## src/rtl/mem_perm_pkg.sv

```systemverilog
package mem_perm_pkg;
  localparam int unsigned PERM_W = 3;
  localparam int unsigned PERM_RD = 0;
  localparam int unsigned PERM_WR = 1;
  localparam int unsigned PERM_EX = 2;

  typedef enum logic [1:0] {
    KIND_READ  = 2'd0,
    KIND_WRITE = 2'd1,
    KIND_FETCH = 2'd2,
    KIND_FETCH_ALT = 2'd3
  } acc_kind_e;

  typedef enum logic [1:0] {
    SIZE_BYTE = 2'd0,
    SIZE_HALF = 2'd1,
    SIZE_WORD = 2'd2,
    SIZE_WORD_ALT = 2'd3
  } acc_size_e;

  typedef enum logic [2:0] {
    CAUSE_NONE     = 3'd0,
    CAUSE_MISALIGN = 3'd1,
    CAUSE_RD_DENY  = 3'd2,
    CAUSE_WR_DENY  = 3'd3,
    CAUSE_EX_DENY  = 3'd4
  } fault_cause_e;
endpackage

```

## src/rtl/mem_perm_table.sv

```systemverilog
module mem_perm_table
  import mem_perm_pkg::*;
#(
  parameter int unsigned PAGE_W    = 16,
  parameter int unsigned TBL_PAGES = 1024
) (
  input  logic              clk_i,
  input  logic              rst_ni,
  input  logic              wr_en_i,
  input  logic [PAGE_W-1:0] wr_page_i,
  input  logic [PERM_W-1:0] wr_perm_i,
  input  logic [PAGE_W-1:0] rd_page_i,
  output logic [PERM_W-1:0] rd_perm_o
);
  localparam int unsigned IDX_W = (TBL_PAGES > 1) ? $clog2(TBL_PAGES) : 1;
  localparam logic [PAGE_W:0] LIMIT = (PAGE_W+1)'(TBL_PAGES);

  logic [PERM_W-1:0] ent_q [TBL_PAGES];
  logic              wr_hit, rd_hit;
  logic [IDX_W-1:0]  wr_idx, rd_idx;

  assign wr_hit = wr_en_i && ({1'b0, wr_page_i} < LIMIT);
  assign rd_hit = {1'b0, rd_page_i} < LIMIT;
  assign wr_idx = wr_page_i[IDX_W-1:0];
  assign rd_idx = rd_page_i[IDX_W-1:0];

  for (genvar g = 0; g < TBL_PAGES; g++) begin : g_ent
    always_ff @(posedge clk_i or negedge rst_ni) begin
      if (!rst_ni)                               ent_q[g] <= '0;
      else if (wr_hit && wr_idx == IDX_W'(g))    ent_q[g] <= wr_perm_i;
    end
  end

  // Out-of-range pages read back as fully denied
  assign rd_perm_o = rd_hit ? ent_q[rd_idx] : '0;
endmodule

```

## config.mk

```make
export PLATFORM = sky130hd
export DESIGN_NAME = mem_perm_table
export DESIGN_NICKNAME = d
export VERILOG_FILES = /design/src/rtl/mem_perm_pkg.sv /design/src/rtl/mem_perm_table.sv
export SDC_FILE = /design/constraint.sdc
export NUM_CORES = 2
export LEC_CHECK = 0
export BUFFER_PORTS_ARGS = -buffer_cell sky130_fd_sc_hd__buf_2
export CAP_MARGIN = 20
export CORE_UTILIZATION = 65
export CTS_CLUSTER_SIZE = 28
export DETAILED_ROUTE_END_ITERATION = 10
export PLACE_DENSITY = 0.81
export SLEW_MARGIN = 20
export SYNTH_ARGS = -nofsm -noshare
export SYNTH_HDL_FRONTEND = slang
export SYNTH_SLANG_ARGS = --single-unit
```

## constraint.sdc

```tcl
create_clock -name clk_i -period 6.1 [get_ports clk_i]
set_input_delay 0.61 -clock clk_i [delete_from_list [all_inputs] [get_ports clk_i]]
set_output_delay 0.61 -clock clk_i [all_outputs]
set_load 0.05 [all_outputs]
```

==> results.sh <==
export IMPL_synth_nets=10410
export IMPL_syn_inst=10380
export IMPL_fin_util=0.7163
export IMPL_min_path_type="input pin to flop"
export IMPL_r2r_start="ent_q[2867]$_DFFE_PN0P_"
export IMPL_dieArea_mm2=0.2257
export IMPL_setup_violations=2
export IMPL_worstPathMaxFanout=63
export IMPL_grt_overflow=0
export IMPL_final_cells=13470
export IMPL_antenna_left=0
export IMPL_arrival_ns=5.83
export IMPL_cts_buffers=326
export IMPL_p_switching_w=0.009954
export IMPL_power_leakage_nw=75.64
export IMPL_cts_setup_buffers=0
export IMPL_cpPeakStageDelay_ns=0.86
export IMPL_drive_gt1_frac=0.4338
export IMPL_cts_clk_slew_worst_paths_ns=0.06
export IMPL_setup_worst_path_start="rd_page_i[4]"
export IMPL_path_class="input pin to primary output"
export IMPL_htreeDepth=5
export IMPL_fp_dieW_um=475.1
export IMPL_antenna_found_initial=21
export IMPL_top_usage_layer="met2"
export IMPL_seq_area_frac_synth=0.5284
export IMPL_clockPowerShare=0.466
export IMPL_top_register="ent_q"
export IMPL_rsz0062_at_grt="false"
export IMPL_wl_per_cell_um=32.26
export IMPL_ys_warn_count=0
export IMPL_tritoncts="done"
export IMPL_dieHeight_um=475.1
export IMPL_synth_avg_cell_area_um2=14.02
export IMPL_fillCellCount=14040
export IMPL_io_buffer_count=40
export IMPL_end_kind="primary output"
export IMPL_drt_wl_total_um=434600
export IMPL_synth_cell_types=75
export IMPL_firstDrtPassIters=7
export IMPL_grt_max_degree=246
export IMPL_syn2layout_area_growth_pct=9.451
export IMPL_synth_async_reset_ratio=1.000
export IMPL_placed_cells=12880
export IMPL_initial_utilization=0.6544
export IMPL_root_buffer="clkbuf_16"
export IMPL_power_frac_comb=0.053
export IMPL_maxCapViolations=0
export IMPL_p_per_area_mw_per_mm2=266.1
export IMPL_slew_violations=0
export IMPL_synth_top_family_by_area="multiplexers"
export IMPL_crit_path_start_kind="input pin"
export IMPL_fin_nets=10280
export IMPL_status="finished with violations"
export IMPL_synthAdderAreaFrac=0
export IMPL_hold_ws_ns=0.2398
export IMPL_intPower_w=0.03242
export IMPL_cp_cell_sequence="buf_6 > buf_12 > nor2_1 > buf_4 > a22oi_1 > a21oi_1 > a21oi_1 > a21oi_1 > a21boi_0 > buf_4 > nand3_1 > a32oi_1 > buf_4 > buf_12"
export IMPL_io_pins=41
export IMPL_worst_clock_skew_ns=0
export IMPL_hp_start="wr_page_i[9]"
export IMPL_grt_use_met2=0.5767
export IMPL_setup_tns_ns=-0.3544
export IMPL_cts_sinks=3072
export IMPL_fin_crit_sh=1.056
export IMPL_hpwl_um=284400
export IMPL_tightest_slew_ns=1.371
export IMPL_vdd_ir_drop_max_mv=0.2775
export IMPL_gp_congestion=0.9905
export IMPL_insertion_delay_ns=0.91
export IMPL_reg_top3="ent_q: 3072 flops"
export IMPL_drc=0
export IMPL_grt_use_met3=0.1168
export IMPL_rows=173
export IMPL_worst_path_buf_inv=6
export IMPL_grtUsageTotal=0.3909
export IMPL_synth_simple_gate_area_frac=0.05018
export IMPL_synth_area_mux_share=0.3624
export IMPL_power_share_sequential=0.481
export IMPL_critPathRequiredTime_ns=5.49
export IMPL_grt_pass1_vias=99100
export IMPL_synth_compound_area_share=0.02978
export IMPL_use_met1=0.5152
export IMPL_num_vias=95420
export IMPL_drtIter0Drc=11240
export IMPL_grt_pass1_wl_um=654100
export IMPL_synth_edff_count=0
export IMPL_relSlewSlack=0.08602
export IMPL_hold_viol=0
export IMPL_slowest_stage="a32oi_1"
export IMPL_worst_slack_ns=-0.3437
export IMPL_fmax_mhz=155.2
export IMPL_synth_ff_type="dfrtp_1"
export IMPL_clock_path_buffers=4
export IMPL_layout_commonest_cell="mux2_2"
export IMPL_largest_register_ff_count=3072
export IMPL_synth_area_mm2=0.1455
export IMPL_switching_share=0.2349
export IMPL_synth_seq_cells=3072
export IMPL_violations="negative setup slack"
export IMPL_core_mm2=0.2223
export IMPL_cp_top_family="compound AO/OA/AOI/OAI gates"
export IMPL_synth_xor_area_share=0
export IMPL_fin_crit_ns=6.444
export IMPL_layout_cells_most_common_list="3106 x mux2_2, 3072 x dfrtp_1, 869 x nor2_1, 541 x mux4_2, 476 x nand2_1"
export IMPL_detail_route_vias_per_cell=7.084
-- synth_stat cells (8+ instances only) --
library cell	count	area, um2
and2_1	12	75.07
buf_12	16	320.3
a211oi_1	35	262.8
buf_6	54	608.1
mux2i_1	427	4274
o22ai_1	107	669.4
o31ai_1	10	75.07
clkbuf_1	588	2207
nor2b_1	21	131.4
nand2_1	481	1805
buf_4	30	225.2
a22oi_1	33	247.7
buf_8	27	405.4
buf_2	68	340.3
dfrtp_1	3072	76870
nor2_1	881	3307
mux4_1	49	1287
o221ai_1	138	1209
a31oi_1	10	62.56
mux4_2	541	12180
nand4_1	22	137.6
nand2b_1	16	100.1
nor3_1	116	580.6
a21oi_1	110	550.5
a211o_1	11	96.34
nand3_1	130	650.6
o21ai_0	60	300.3
a221oi_1	21	183.9
a32oi_1	8	70.07
mux2_2	3106	34980
buf_1	27	101.4
nor4_1	27	168.9
-- cells by family (layout without fill, tap and decap cells) --
family	after synthesis	count (layout)
AO/OA/AOI/OAI	610	610
buffers and inverters	819	913
flip-flops	3072	3072
multiplexers	4123	4123
other	0	27
AND/OR/NAND/NOR	1751	1751
-- worst min-delay path, stage by stage --
cell and delay (ns):
buf_2 0.13, nor3_2 0.12, nand2_1 0.14, mux2_2 0.16
-- repair_timing --
action	4_1_cts	5_1_grt
setup endpoints to repair	0	1
hold buffers	1	0
resized for setup	0	1
endpoints found under the hold margin	98	0
-- layer usage --
metal	share of wire	vias up
met5	0.00024	-
met4	0.067	16
met3	0.11	1592
met2	0.45	5545
met1	0.37	50310
li1	-	37960
-- area by class of cell --
cell class	count	area [um2]	area share
antenna	27	67.56	0.0004243
clock inverter	101	1080	0.006781
timing repair buffer	347	3468	0.02178
inverter	8	41.29	0.0002593
tap	2975	3722	0.02338
sequential	3072	76870	0.4828
clock buffer	457	9378	0.05890
multi-input combinational	6484	64600	0.4057
-- final timing paths --
path                                      endpoint  slack (ns)  cells past startpoint
max                                   rd_perm_o[0]       -0.34                     14
min                        ent_q[2321]$_DFFE_PN0P_        0.24                      4
max reg2reg                ent_q[2867]$_DFFE_PN0P_        5.27                      1
min reg2reg                ent_q[2251]$_DFFE_PN0P_        0.50                      1
max in group asynchronous  ent_q[1951]$_DFFE_PN0P_        3.75                      4
min in group asynchronous   ent_q[123]$_DFFE_PN0P_        0.30                      2
-- power groups by stage --
stage | sequential, W | clock, W | combinational, W
6_report | 0.0204 | 0.0197 | 0.00224
5_1_grt | 0.0204 | 0.0206 | 0.00233
4_1_cts | 0.0204 | 0.0198 | 0.00218
3_5_place_dp | 0.0208 | 0 | 0.00216
3_3_place_gp | 0.0208 | 0 | 0.00213
2_1_floorplan | 0.0208 | 0 | 0.00106
-- stage by stage --
stage	instance area [um2]	power (W)	worst slack (ns)
floorplan	145500	0.02183	2.133
global placement	148600	0.02289	0.03345
detailed placement	148600	0.02293	0.08761
CTS	159100	0.04235	0.07322
global route	159200	0.04331	0.005537
finish	159200	0.04237	-0.3437
No activity file was read; power rests on OpenSTA's default activity.
